## src/rtl/rxf_pkg.sv

```systemverilog
package rxf_pkg;
  localparam int TW = 8;   // tick counter width
  localparam int DW = 9;   // widest captured field
  localparam int WW = 10;  // output word width

  localparam logic [2:0] MODE_8N = 3'b001;
  localparam logic [2:0] MODE_7P = 3'b011;
  localparam logic [2:0] MODE_9N = 3'b100;
  localparam logic [2:0] MODE_8W = 3'b101;
  localparam logic [2:0] MODE_8P = 3'b111;

  typedef enum logic [1:0] {ST_IDLE, ST_START, ST_DATA, ST_STOP} rxf_state_e;

  typedef struct packed {
    logic [3:0]    nbits;    // bits after the start bit, parity included
    logic          has_par;
    logic [DW-1:0] dmask;    // data bits reported
    logic [DW-1:0] umask;    // bits that enter the parity sum
  } rxf_fmt_t;

  typedef struct packed {
    logic [TW-1:0] s1;       // tick of first stop sample
    logic          two;      // sample the second stop bit too
    logic [TW-1:0] emit;     // tick the word is issued
    logic [TW-1:0] idle_at;  // tick the framer re-arms
  } rxf_stop_t;
endpackage

```

## src/rtl/rxf_sync.sv

```systemverilog
module rxf_sync #(
  parameter int STAGES = 2
) (
  input  logic clk,
  input  logic rst,
  input  logic pin_i,
  input  logic loop_i,
  input  logic loop_en,
  output logic line_o
);
  logic [STAGES-1:0] ff_q;
  logic src;

  assign src = loop_en ? loop_i : pin_i;

  always_ff @(posedge clk) begin
    if (rst) ff_q[0] <= 1'b1;
    else     ff_q[0] <= src;
  end

  for (genvar g = 1; g < STAGES; g++) begin : g_chain
    always_ff @(posedge clk) begin
      if (rst) ff_q[g] <= 1'b1;
      else     ff_q[g] <= ff_q[g-1];
    end
  end

  assign line_o = ff_q[STAGES-1];
endmodule

```

## src/rtl/rxf_fmt.sv

```systemverilog
module rxf_fmt
  import rxf_pkg::*;
#(
  parameter int OVS = 16
) (
  input  logic [2:0] mode_i,
  input  logic [1:0] stop_i,
  output rxf_fmt_t   fmt_o,
  output rxf_stop_t  stp_o
);
  localparam int HALF = OVS / 2;
  localparam int QTR3 = (OVS * 3) / 4;

  always_comb begin
    case (mode_i)
      MODE_7P: fmt_o = '{nbits: 4'd8, has_par: 1'b1, dmask: 9'h07F, umask: 9'h0FF};
      MODE_8P: fmt_o = '{nbits: 4'd9, has_par: 1'b1, dmask: 9'h0FF, umask: 9'h1FF};
      MODE_9N,
      MODE_8W: fmt_o = '{nbits: 4'd9, has_par: 1'b0, dmask: 9'h1FF, umask: 9'h1FF};
      default: fmt_o = '{nbits: 4'd8, has_par: 1'b0, dmask: 9'h0FF, umask: 9'h0FF};
    endcase
  end

  always_comb begin
    case (stop_i)
      2'b00:   stp_o = '{s1: TW'(QTR3), two: 1'b0, emit: TW'(QTR3), idle_at: TW'(OVS - 1)};
      2'b01:   stp_o = '{s1: TW'(OVS), two: 1'b0, emit: TW'(OVS), idle_at: TW'(OVS + HALF - 1)};
      2'b10:   stp_o = '{s1: TW'(OVS), two: 1'b0, emit: TW'(OVS), idle_at: TW'(2 * OVS - 1)};
      default: stp_o = '{s1: TW'(OVS), two: 1'b1, emit: TW'(2 * OVS), idle_at: TW'(2 * OVS + HALF - 1)};
    endcase
  end
endmodule

```

## src/rtl/rxf_core.sv

```systemverilog
module rxf_core
  import rxf_pkg::*;
#(
  parameter int OVS = 16
) (
  input  logic          clk,
  input  logic          rst,
  input  logic          tick_i,
  input  logic          line_i,
  input  logic          rx_en,
  input  logic          par_odd,
  input  rxf_fmt_t      fmt_i,
  input  rxf_stop_t     stp_i,
  output logic [WW-1:0] word_o,
  output logic          valid_o,
  output logic          brk_o
);
  localparam logic [TW-1:0] HALF_T = TW'(OVS / 2);
  localparam logic [TW-1:0] BIT_T  = TW'(OVS);
  localparam logic [TW-1:0] MID2_T = TW'(2 * OVS);

  rxf_state_e    st_q;
  logic [TW-1:0] cnt_q, cnt_nx;
  logic [3:0]    idx_q;
  logic [DW-1:0] sh_q, used, dat;
  logic          fe_q, fe_now, pe;
  logic [WW-1:0] word_nx;

  always_comb begin
    cnt_nx  = cnt_q + 1'b1;
    used    = sh_q & fmt_i.umask;
    dat     = sh_q & fmt_i.dmask;
    pe      = fmt_i.has_par & ((^used) ^ par_odd);
    fe_now  = fe_q
            | ((cnt_nx == stp_i.s1) & ~line_i)
            | (stp_i.two & (cnt_nx == MID2_T) & ~line_i);
    word_nx = {fe_now, (fmt_i.has_par ? pe : dat[8]), dat[7:0]};
  end

  always_ff @(posedge clk) begin
    if (rst) begin
      st_q    <= ST_IDLE;
      cnt_q   <= '0;
      idx_q   <= '0;
      sh_q    <= '0;
      fe_q    <= 1'b0;
      word_o  <= '0;
      valid_o <= 1'b0;
      brk_o   <= 1'b0;
    end else begin
      valid_o <= 1'b0;
      brk_o   <= 1'b0;
      if (tick_i) begin
        case (st_q)
          ST_IDLE: begin
            if (!line_i && rx_en) begin
              st_q  <= ST_START;
              cnt_q <= '0;
              idx_q <= '0;
              sh_q  <= '0;
              fe_q  <= 1'b0;
            end
          end
          ST_START: begin
            cnt_q <= cnt_nx;
            if (cnt_nx == HALF_T) begin
              cnt_q <= '0;
              st_q  <= line_i ? ST_IDLE : ST_DATA;
            end
          end
          ST_DATA: begin
            cnt_q <= cnt_nx;
            if (cnt_nx == BIT_T) begin
              cnt_q       <= '0;
              sh_q[idx_q] <= line_i;
              if (idx_q == fmt_i.nbits - 4'd1) st_q <= ST_STOP;
              else                             idx_q <= idx_q + 4'd1;
            end
          end
          default: begin
            cnt_q <= cnt_nx;
            fe_q  <= fe_now;
            if (cnt_nx == stp_i.emit) begin
              word_o  <= word_nx;
              valid_o <= 1'b1;
              brk_o   <= fe_now && (dat == '0);
            end
            if (cnt_nx >= stp_i.idle_at) st_q <= ST_IDLE;
          end
        endcase
      end
    end
  end

  AST_VALID_PULSE: assert property (@(posedge clk) disable iff (rst)
    valid_o |=> !valid_o);
  AST_BREAK_WITH_FE: assert property (@(posedge clk) disable iff (rst)
    brk_o |-> (valid_o && word_o[9]));
  AST_START_NEEDS_EN: assert property (@(posedge clk) disable iff (rst)
    (st_q == ST_START && $past(st_q) == ST_IDLE) |-> $past(rx_en));
  AST_FALSE_START: assert property (@(posedge clk) disable iff (rst)
    (st_q == ST_START && tick_i && cnt_nx == HALF_T && line_i) |=> (st_q == ST_IDLE));
  AST_PLAIN_NO_PE: assert property (@(posedge clk) disable iff (rst)
    (valid_o && !$past(fmt_i.has_par) && !$past(fmt_i.dmask[8])) |-> !word_o[8]);
endmodule

```

## src/rtl/serial_rx_framer.sv

```systemverilog
module serial_rx_framer
  import rxf_pkg::*;
#(
  parameter int OVS         = 16,
  parameter int SYNC_STAGES = 2
) (
  input  logic          clk,
  input  logic          rst,
  input  logic          os_tick,
  input  logic          rx_pin,
  input  logic          tx_line,
  input  logic          loop_en,
  input  logic          rx_en,
  input  logic [2:0]    fmt_mode,
  input  logic [1:0]    stop_sel,
  input  logic          par_odd,
  output logic [WW-1:0] rx_word,
  output logic          rx_valid,
  output logic          rx_break
);
  logic      line;
  rxf_fmt_t  fmt;
  rxf_stop_t stp;

  rxf_sync #(.STAGES(SYNC_STAGES)) i_sync (
    .clk(clk), .rst(rst), .pin_i(rx_pin), .loop_i(tx_line),
    .loop_en(loop_en), .line_o(line)
  );

  rxf_fmt #(.OVS(OVS)) i_fmt (
    .mode_i(fmt_mode), .stop_i(stop_sel), .fmt_o(fmt), .stp_o(stp)
  );

  rxf_core #(.OVS(OVS)) i_core (
    .clk(clk), .rst(rst), .tick_i(os_tick), .line_i(line), .rx_en(rx_en),
    .par_odd(par_odd), .fmt_i(fmt), .stp_i(stp),
    .word_o(rx_word), .valid_o(rx_valid), .brk_o(rx_break)
  );
endmodule

```

## config.mk

```make
export PLATFORM = sky130hd
export DESIGN_NAME = serial_rx_framer
export DESIGN_NICKNAME = d
export VERILOG_FILES = /design/src/rtl/rxf_pkg.sv /design/src/rtl/rxf_sync.sv /design/src/rtl/rxf_fmt.sv /design/src/rtl/rxf_core.sv /design/src/rtl/serial_rx_framer.sv
export SDC_FILE = /design/constraint.sdc
export NUM_CORES = 1
export LEC_CHECK = 0
export ABC_AREA = 1
export CAP_MARGIN = 30
export CORE_MARGIN = 8
export CORE_UTILIZATION = 30
export CTS_BUF_LIST = sky130_fd_sc_hd__clkbuf_4 sky130_fd_sc_hd__clkbuf_8
export CTS_CLUSTER_SIZE = 25
export DETAILED_ROUTE_END_ITERATION = 6
export HOLD_SLACK_MARGIN = 0.1
export SLEW_MARGIN = 40
export SYNTH_ARGS = -nofsm -noshare
export SYNTH_HDL_FRONTEND = slang
export SYNTH_SLANG_ARGS = --single-unit
```

## constraint.sdc

```tcl
create_clock -name clk -period 5.3 [get_ports clk]
set_clock_uncertainty 0.2 [all_clocks]
set_input_delay 1.06 -clock clk [delete_from_list [all_inputs] [get_ports clk]]
set_output_delay 1.06 -clock clk [all_outputs]
set_load 0.05 [all_outputs]
```

* After elaboration in Yosys (flattened, before gate mapping)
Index checks and enable logic that the tools add are counted.
Word-level totals: register bits after elaboration 38, bits of input ports 13, output and inout port bits 12, word-level logic and storage cells 98
Operators by class: $add $sub $neg 3, order comparisons 3, equal/unequal tests 19, muxes and demuxes 28, bitwise logic cells 14, reductions and logical operators 21
Operator list (count):
- $pmux W22 S3 | 1
- $pmux W20 S3 | 1
- $mux W8 | 3
- $pmux W8 S3 | 1
- $and A9 B9 Y9 | 2
- $mux W9 | 2
- $pmux W9 S2 | 1
- $mux W2 | 6
- $mux W4 | 3
- $bwmux W9 | 1
- $eq A3 B3 Y1 const B | 3
- $logic_not A9 Y1 | 1
- $reduce_xor A9 Y1 | 1
- $add A8 B1 Y8 const B | 1
- $eq A8 B4 Y1 const B | 1
- $eq A8 B5 Y1 | 1
- $eq A8 B5 Y1 const B | 1
- $eq A8 B6 Y1 const B | 1
- $eq A8 B8 Y1 | 1
- $ge A8 B8 Y1 | 1
- $ne A2 B1 Y1 const B | 4
- $pmux W4 S2 | 1
- $pmux W2 S3 | 1
- $reduce_and A3 Y1 | 2
- 29 further kinds | 47

* Longest topological paths before layout
Gate-level depths: netlist (run 1).
depth after elaboration 8, depth in mapped cells 19, mapped depth without buffers 18

* Hierarchy
A second synthesis (run 1) with hierarchy kept.
Second synthesis, totals: cells, all modules 524, area total of the unflattened synthesis 3323.2 µm²
By module, submodules not included:
- rxf_core | times used 1, cells each 458, area each 2851.5 µm²
- rxf_fmt | times used 1, cells each 58, area each 405.4 µm²
- rxf_sync | times used 1, cells each 8, area each 66.3 µm²

* Worst setup path before layout (run 1)
Ideal clock, no wire load.
kind input-to-reg, start point in stop_sel[0], end point reg i_core.st_q[0], setup time 113 ps, arrival 2401 ps, required time 4987 ps, slack 2587 ps, stages on the path 16, cell sequence inv_1 ha_1 o21ai_0 ha_1 nand2_1 inv_1 nand3_1 nand2_1 a21oi_1 nand2_1 nand2_1 nand2_1 nand2_1 nor2_1 nor2_1 nor2_1
On the way: cells in the longest elaborated chain, start to end 5, elaborated cells on any way between the ends 7, classes of those cells order compare (1); eq/ne (2); mux (1); reduce/logical (3)
Ends and longest elaborated chain:
- from (decl) | line serial_rx_framer.sv:15 | input logic [1:0] stop_sel,
- $eq A2 B2 Y1, or another cell as far along | line rxf_fmt.sv:25 | case (stop_i)
- $pmux W22 S3 * | line rxf_fmt.sv:25
- $ge A8 B8 Y1 * | line rxf_core.sv:88 | if (cnt_nx >= stp_i.idle_at) st_q <= ST_IDLE;
- $reduce_bool A4 Y1 (no source line) *
- $reduce_and A6 Y1 (no source line) *
- to (signal assigned) | line rxf_core.sv:68 | st_q <= line_i ? ST_IDLE : ST_DATA;
- to (decl) | line rxf_core.sv:22 | rxf_state_e st_q;
Every way passes the cells marked *; elsewhere a longest branch is shown, timed or not. A chain may end at the register's enable or synchronous reset.

* Final worst setup path (run 1)
Ends and elaborated chain as after synthesis.

==> results of run 1 <==
power by group through the flow:
stage,Clock [mW],Combinational [mW],Sequential [mW]
2_1_floorplan,0,0.0334,0.296
3_3_place_gp,0,0.0516,0.296
3_5_place_dp,0,0.0519,0.297
4_1_cts,0.258,0.0524,0.290
5_1_grt,0.268,0.0586,0.290
6_report,0.254,0.0518,0.290
worst paths after layout:
kind | startpoint | to | slack (ps) | cells past startpoint
hold / removal | i_sync.ff_q[0]$_SDFF_PP1_ | i_sync.line_o$_SDFF_PP1_ | 220 | 1
setup / recovery | stop_sel[0] | i_core.st_q[0]$_SDFFE_PP0P_ | 2160 | 18
setup reg to reg | i_core.cnt_q[2]$_SDFFE_PP0P_ | i_core.word_o[9]$_SDFFE_PP0P_ | 2650 | 13
hold reg to reg | i_sync.ff_q[0]$_SDFF_PP1_ | i_sync.line_o$_SDFF_PP1_ | 220 | 1
cell families (layout without fill, tap and decap cells):
family                   count (synthesis)  after routing  synth area share, %
AND/OR/NAND/NOR                        172            172                32.33
AO/OA/AOI/OAI                           67             67                14.61
buffers and inverters                   63             86                10.28
flip-flops                              38             38                30.96
adder cells (fa/ha/maj)                 19             19                9.674
XOR/XNOR                                 6              6                2.139
flip-flops by register name, summed over array words and instances (netlist names):
register,count
i_core.idx_q,4
i_core.brk_o,1
i_core.cnt_q,8
i_sync.ff_q,1
i_core.word_o,10
i_core.sh_q,9
i_sync.line_o,1
i_core.valid_o,1
i_core.fe_q,1
i_core.st_q,2
final cells by class:
class | instances | area [um2] | share of cell area, %
clock buffer | 5 | 68.82 | 2.387
sequential | 38 | 760.7 | 26.39
timing repair buffer | 24 | 235.2 | 8.160
clock inverter | 3 | 40.04 | 1.389
tap | 105 | 131.4 | 4.557
inverter | 54 | 202.7 | 7.031
multi-input combinational | 264 | 1444 | 50.09
metrics by stage:
| stage | instances | power, mW | area, um2 | hold WS, ps | setup slack (ps) |
|---|---|---|---|---|---|
| after detailed placement | 485 | 0.3485 | 2779 | 201.9 | 1876 |
| after global placement | 485 | 0.3481 | 2779 | 197.2 | 1947 |
| after CTS | 493 | 0.6004 | 2888 | 220.6 | 2185 |
| final | 493 | 0.5958 | 2883 | 218.5 | 2162 |
| after global routing | 493 | 0.6170 | 2883 | 235.3 | 1933 |
| after floorplan | 365 | 0.3294 | 2457 | 189.5 | 2587 |
per-layer routing:
| layer | global-route usage (%) | routed length [um] | vias to the layer above |
|---|---|---|---|
| li1 | - | - | 1224 |
| met1 | 13.39 | 2767 | 1037 |
| met2 | 17.20 | 2614 | 51 |
| met3 | 2.601 | 360 | 6 |
| met4 | 3.819 | 82 | 0 |
| met5 | 0 | 0 | - |
Yosys cell counts:
cell type  instances
nand2_4            1
o21bai_1           1
nand2_1           68
nor4_1             2
nand3_2            3
buf_1              1
o21a_1             1
dfxtp_1           38
nor3_1             4
o21ai_2            1
nor2_2             3
o21ai_1            3
nand3_4            1
o21ai_0           25
nand3_1           18
o211ai_1           2
nand3b_1           3
nand2_2            4
a21oi_2            2
inv_1             52
ha_1              19
nor2_1            50
xnor2_1            3
clkbuf_1           4
a31oi_1            2
buf_6              1
nand2b_1           1
nor2_4             2
inv_2              2
nand4_1            9
a21oi_1           30
buf_4              2
xor2_1             3
or2_0              1
buf_2              1
or2_2              2
cells in the final DEF (no fill, tap or decap), drive strengths merged:
cell type | Yosys | routed
nand2 | 73 | 73
nor2 | 55 | 55
inv | 54 | 54
dfxtp | 38 | 38
a21oi | 32 | 32
o21ai | 29 | 29
clkdlybuf4s50 | 0 | 23
nand3 | 22 | 22
ha | 19 | 19
nand4 | 9 | 9
clkbuf | 4 | 5
nor3 | 4 | 4
nand3b | 3 | 3
xor2 | 3 | 3
xnor2 | 3 | 3
or2 | 3 | 3
o211ai | 2 | 2
a31oi | 2 | 2
nor4 | 2 | 2
clkinv | 0 | 2
o21a | 1 | 1
nand2b | 1 | 1
o21bai | 1 | 1
bufinv | 0 | 1
buf | 5 | 1
worst max-delay path: stages:
cell and delay, ps:
clkdlybuf4s50_1 480, inv_1 60, ha_1 230, o21ai_0 210, ha_1 260, nand2_1 60
inv_1 30, nand3_1 70, nand2_1 50, a21oi_1 120, nand2_1 60, nand2_1 70
nand2_1 50, nand2_1 90, nor2_1 60, nand2_1 50, nand2_1 50, nor2_1 110
==> results_dict.tcl, run 1 <==
set metrics [dict create \
    gr-total-overflow 0 \
    cap_violations 0 \
    end_kind "flip-flop" \
    ys_ff_latch 38 \
    path_max_fanout 4 \
    fp.coreArea_um2 8093 \
    sw_frac_of_total_pct 25.06 \
    ant_nets 0 \
    hpwl_um 4367 \
    insertion_delay_ps 300 \
    ys_top_cells_by_area "dfxtp_1, nand2_1, ha_1, inv_1, nor2_1" \
    grt_setup_unrepaired "no" \
    start_kind "primary input" \
    initial_core_util_pct 30.36 \
    cts_resized 0 \
    grtUsageTotal_pct 10.63 \
    htree_levels 2 \
    syn_nets 397 \
    period_share_pct 59.21 \
    syn_avg_cell_area_um2 6.732 \
    cts-root-buf "clkbuf_8" \
    io_pins 25 \
    io_buffers 24 \
    yosysSeqAreaShare_pct 30.96 \
    drive_above_1_share_pct 7.732 \
    p_int_uw 446.4 \
    yosysWarnings 0 \
    power_frac_seq_pct 48.7 \
    nets 419 \
    drtPass1Iterations 4 \
    netlist.area_leader.share_pct 30.96 \
    fmax_mhz 318.6 \
    fp.dieArea_um2 11340 \
    dieHeight_um 106.5 \
    die_w_um 106.5 \
    clk_pin_slew_ps 80 \
    syn_inst 365 \
    outcome "finished clean" \
    grt_pass1_vias 2157 \
    critPathArrivalTime_ps 3180 \
    finalCriticalPeriod_ps 3138 \
    slew_headroom_pct 61.14 \
    area_delta_synth_final_pct 17.31 \
    fill_cells 871 \
    cts_inserted_buffers 5 \
    final_util_pct 35.62 \
    required_ps 5340 \
    hold_buffers 0 \
    grt_pass1_wl_um 9887 \
    drcViolationCount 0 \
    synth.distinct_cells 36 \
    hp-class "reg -> reg" \
    drt_iter0_drc 126 \
    hold_violations 0 \
    synth.cell_area_um2 2457 \
    pwr-share-comb_pct 8.7 \
    cts_tree "yes" \
    worstSetupPathType "in -> reg" \
    gp_congestion 0.8634 \
    rows 33 \
    p_sw_uw 149.3 \
    powerDensity_nw_per_um2 206.7 \
    routed_wl_um 5824 \
    clock_path_buffers 2 \
    slew_viol_final 0 \
    wire_per_inst_um 11.81 \
    vias_per_cell 4.702 \
    num_vias 2318 \
    p_leak_nw 1.191 \
    grt_max_degree 20 \
    setup_viol 0 \
    clock-sinks 38 \
    synth_top_cell_by_area "dfxtp_1" \
    worst_pin_slew_ps 582.2 \
    tns_ps 0 \
    n_antenna_cell 0 \
    antenna_found_initial 0 \
    postCtsSetupBuffers 0 \
    p_clk_share_pct 42.6 \
    vdd_drop_max_mv 0.08439 \
]
Note: power is estimated with default switching activity, not from simulation.
==> inputs of run 2 (changes only) <==
clock period = 2.7 ns   (was 5.3 ns; I/O delays follow)
==> run 2 against run 1 <==
Design area rose by 3.2%. Die area stayed put. Global-route usage hardly changed. Critical path depth did not move. Count of clock-buffer cells in the layout up 3. First-iteration DRC count shrank 0.79%. Hold slack worse by 5.9 ps. Utilization rose by 1.1 points. Critical endpoint unchanged.
==> results_dict.tcl, run 2 (synthesis results as in run 1) <==
set metrics [dict create \
    hpwl_um 4490 \
    top_register "i_core.word_o" \
    drcViolationCount 0 \
    end_kind "flip-flop" \
    hold_depth 1 \
    grtUsageTotal_pct 10.59 \
    vias_per_cell 4.709 \
    grt_use_met1_pct 12.88 \
    finalCriticalPeriod_ps 2548 \
    worst_slack_ps 151.8 \
    dieHeight_um 106.5 \
    grt_pass1_wl_um 9963 \
    drive_above_1_share_pct 10.08 \
    slew_headroom_pct 58.95 \
    num_vias 2364 \
    grt_most_used_layer "met2" \
    use_met3_pct 2.662 \
    dp_cells 494 \
    post-place-ws_ps -140.9 \
    hold_buffers 0 \
    use_met2_pct 17.56 \
    io_buffers 24 \
    critPathArrivalTime_ps 2580 \
    powerDensity_nw_per_um2 382.9 \
    setup_viol 0 \
    worst_pin_slew_ps 615.1 \
    placed_area_um2 2859 \
    fill_cells 867 \
    postCtsSetupBuffers 0 \
    largest_register_ffs 10 \
    nets 428 \
    instances_no_fill 502 \
    final_cell_mix "nand2_1, inv_1, nor2_1" \
    rows 33 \
    worstSetupPathType "in -> reg" \
    fmax_mhz 392.4 \
    cts_inserted_buffers 5 \
    power.total_mw 1.139 \
    power_frac_seq_pct 49.9 \
    p_leak_nw 1.247 \
    sw_frac_of_total_pct 23.80 \
    slew_viol_final 0 \
    insertion_delay_ps 290 \
    wire_per_inst_um 11.75 \
    drt_iter0_drc 125 \
    cts_tree "yes" \
    start_kind "primary input" \
    grt_pass1_vias 2215 \
    n_antenna_cell 0 \
    gp_congestion 0.9350 \
    hp-class "reg -> reg" \
    htree_levels 2 \
    area_delta_synth_final_pct 21.08 \
    ant_nets 0 \
    clock_path_buffers 2 \
    die_w_um 106.5 \
    antenna_found_initial 0 \
    p_clk_share_pct 40.3 \
    final_area_um2 2975 \
    hold_violations 0 \
    period_share_pct 94.38 \
    clock-sinks 38 \
    vdd_drop_max_mv 0.2163 \
    cts-root-buf "clkbuf_8" \
    grt_setup_unrepaired "no" \
    path_max_fanout 2 \
    gr-total-overflow 0 \
    initial_core_util_pct 30.36 \
    reg.largest.list "i_core.word_o x10, i_core.sh_q x9, i_core.cnt_q x8" \
    cap_violations 0 \
    outcome "finished clean" \
    pwr-share-comb_pct 9.7 \
    fp.coreArea_um2 8093 \
    drtPass1Iterations 4 \
    io_pins 25 \
    final_common_cell "nand2_1" \
    p_int_uw 868.1 \
    grt_max_degree 20 \
    reg2reg_depth 17 \
    required_ps 2730 \
    routed_wl_um 5900 \
    p_sw_uw 271.1 \
    fp.dieArea_um2 11340 \
    clk_pin_slew_ps 80 \
    tns_ps 0 \
]
==> run 2: power by group through the flow <==
| stage | Clock (mW) | Sequential [mW] | Combinational, mW |
|---|---|---|---|
| 3_3_place_gp | 0 | 0.582 | 0.109 |
| 6_report | 0.460 | 0.569 | 0.111 |
| 3_5_place_dp | 0 | 0.582 | 0.109 |
| 4_1_cts | 0.473 | 0.569 | 0.110 |
| 5_1_grt | 0.498 | 0.569 | 0.124 |
| 2_1_floorplan | 0 | 0.581 | 0.0656 |
==> run 2: metrics by stage <==
step | hold slack (ps) | util (%)
4_1_cts | 213.7 | 36.69
3_3_place_gp | 196.5 | 35.33
2_1_floorplan | 189.5 | -
5_1_grt | 237.5 | 36.77
3_5_place_dp | 195.7 | 35.33
6_report | 212.6 | 36.77
==> run 2: critical path, stage by stage <==
cell and delay [ps]:
clkdlybuf4s50_1 480, inv_1 60, ha_1 200, o21ai_1 130, ha_1 240, nand2_1 70, inv_1 40, nand3_1 70
nand2_1 60, a21oi_1 120, nand2_1 60, nand2_1 80, nand2_1 80, nand2_1 100, nor2_1 60, nand2_1 60
nand2_1 40, nor2_1 90
==> run 2: cell type report <==
type	count	area (um2)	area share, %
multi-input cells	264	1446	48.61
flip-flops and latches	38	762.0	25.61
repair buffers	33	322.8	10.85
inverters	54	202.7	6.812
well taps	105	131.4	4.415
clock buffers	8	110.1	3.701
==> run 2: final timing paths <==
| check | end | slack (ps) | from |
|---|---|---|---|
| max | i_core.st_q[0]$_SDFFE_PP0P_ | 150 | stop_sel[0] |
| min | i_sync.line_o$_SDFF_PP1_ | 210 | i_sync.ff_q[0]$_SDFF_PP1_ |
| max reg2reg | i_core.st_q[0]$_SDFFE_PP0P_ | 230 | i_core.cnt_q[1]$_SDFFE_PP0P_ |
| min reg2reg | i_sync.line_o$_SDFF_PP1_ | 210 | i_sync.ff_q[0]$_SDFF_PP1_ |
==> run 2: repair_timing <==
action,CTS,global route
hold endpoints to repair,0,0
resized for setup,0,4
endpoints found under the setup margin,0,10
==> run 2: per-layer routing <==
| layer | share of wire [%] | vias to the layer above |
|---|---|---|
| li1 | - | 1235 |
| met1 | 48 | 1050 |
| met2 | 45 | 72 |
| met3 | 5.9 | 7 |
| met4 | 1.3 | 0 |
| met5 | 0 | - |
==> inputs of run 3 (changes only) <==
CORE_UTILIZATION = 25   (was 30)
PLACE_DENSITY = 0.51   (was default)
==> run 3 against run 2 <==
Global-route usage down 0.71 points. Flip-flop and latch count unchanged. Count of clock-buffer cells in the layout is 3 lower. Non-clock buffer count up 2. Critical path type unchanged. Largest cell class unchanged. Highest routed layer unchanged.
==> results_dict.tcl, run 3 (synthesis results as in run 1) <==
set metrics [dict create \
    outcome "finished clean" \
    vdd_drop_max_mv 0.3239 \
    antenna_found_initial 0 \
    grt_max_degree 19 \
    fp.dieArea_um2 13260 \
    insertion_delay_ps 300 \
    end_kind "flip-flop" \
    drive_above_1_share_pct 10.53 \
    rows 36 \
    r2r-end "i_core.word_o[3]$_SDFFE_PP0P_" \
    hold_buffers 0 \
    initial_core_util_pct 25.49 \
    nets 430 \
    whs_ps 219.6 \
    hold_violations 0 \
    worstSetupPathType "in -> reg" \
    reg2reg_depth 12 \
    ant_nets 0 \
    vias_per_cell 4.365 \
    wire_per_inst_um 11.38 \
    start_kind "primary input" \
    drcViolationCount 0 \
    period_share_pct 92.09 \
    final_cell_mix "nand2_1, inv_1, nor2_1" \
    dieHeight_um 115.1 \
    io_pins 25 \
    gr-total-overflow 0 \
    clock_path_buffers 2 \
    hold_depth 1 \
    cts_inserted_buffers 5 \
    die_w_um 115.1 \
    instances_no_fill 532 \
    clk_pin_slew_ps 90 \
    hold_start "i_sync.ff_q[0]$_SDFF_PP1_" \
    top_register "i_core.word_o" \
    cap_violations 0 \
    num_vias 2322 \
    htree_levels 2 \
    worst_pin_slew_ps 511.6 \
    hp-class "reg -> reg" \
    largest_register_ffs 10 \
    cts_tree "yes" \
    grt_pass1_wl_um 10650 \
    area_delta_synth_final_pct 23.68 \
    r2r-start "i_core.cnt_q[3]$_SDFFE_PP0P_" \
    powerDensity_nw_per_um2 423.6 \
    p_leak_nw 1.254 \
    finalCriticalPeriod_ps 2486 \
    path_max_fanout 7 \
    fp.coreArea_um2 9639 \
    hpwl_um 4715 \
    critPathArrivalTime_ps 2470 \
    clock-sinks 38 \
    slew_viol_final 0 \
    tns_ps 0 \
    slew_headroom_pct 65.79 \
    dp_cells 524 \
    n_antenna_cell 0 \
    reg2reg_slack_ps 340 \
    final_common_cell "nand2_1" \
    cts-root-buf "clkbuf_8" \
    fmax_mhz 402.2 \
    grt_setup_unrepaired "no" \
    io_buffers 24 \
    setup_viol 0 \
    reg.largest.list "i_core.word_o x10, i_core.sh_q x9, i_core.cnt_q x8" \
    routed_wl_um 6054 \
    required_ps 2690 \
    whs_endpoint "i_sync.line_o$_SDFF_PP1_" \
    grtUsageTotal_pct 9.874 \
    grt_pass1_vias 2307 \
    drt_iter0_drc 132 \
    drtPass1Iterations 4 \
    cts_resized 0 \
    gp_congestion 0.8820 \
    postCtsSetupBuffers 0 \
]
==> run 3: layout make-up <==
type,instances,area [um2]
inverter,54,202.7
sequential,38,762.0
clock inverter,3,68.82
clock buffer,5,68.82
fill,1075,6600
timing repair buffer,35,322.8
tap,133,166.4
multi-input combinational,264,1448
==> run 3: worst max path at each step <==
| stage | start | end | slack, ps | cells after the start |
|---|---|---|---|---|
| after floorplan | stop_sel[0] | i_core.st_q[0]$_SDFFE_PP0P_ | 510 | 16 |
| after global placement | stop_sel[1] | i_core.word_o[9]$_SDFFE_PP0P_ | -100 | 14 |
| after detailed placement | stop_sel[0] | i_core.st_q[0]$_SDFFE_PP0P_ | -120 | 18 |
| after CTS | stop_sel[0] | i_core.st_q[0]$_SDFFE_PP0P_ | 180 | 18 |
| after global routing | stop_sel[0] | i_core.word_o[2]$_SDFFE_PP0P_ | 10 | 13 |
| final | stop_sel[0] | i_core.word_o[3]$_SDFFE_PP0P_ | 210 | 13 |
==> run 3: per-layer routing <==
layer,up-vias,GRT usage [%],wire length (um)
met4,0,3.152,82
li1,1241,-,-
met3,7,1.576,214
met5,-,0,0
met1,1032,12.82,3096
met2,42,16.29,2661
==> run 3: through the flow <==
step	power, mW	setup slack [ps]	util (%)	area, um2
4_1_cts	1.299	182.8	31.48	3034
3_3_place_gp	0.6943	-98.58	30.05	2897
5_1_grt	1.338	14.54	31.53	3039
6_report	1.287	213.5	31.53	3039
2_1_floorplan	0.6465	506.6	-	2457
3_5_place_dp	0.6949	-123.9	30.05	2897
==> run 3: power by group <==
group          total [mW]  internal [mW]  switching [mW]
clock               0.606          0.371           0.235
sequential          0.569          0.564         0.00490
combinational       0.112         0.0480          0.0643
==> run 3: worst max-delay path, cell delays in order <==
cell,delay [ps]
clkdlybuf4s50_1,480
inv_1,60
ha_1,280
inv_1,40
ha_1,260
nand2_1,40
inv_1,80
nand3_2,80
nor2_2,140
nand2_2,130
buf_4,170
nor2_1,100
nor2_1,60
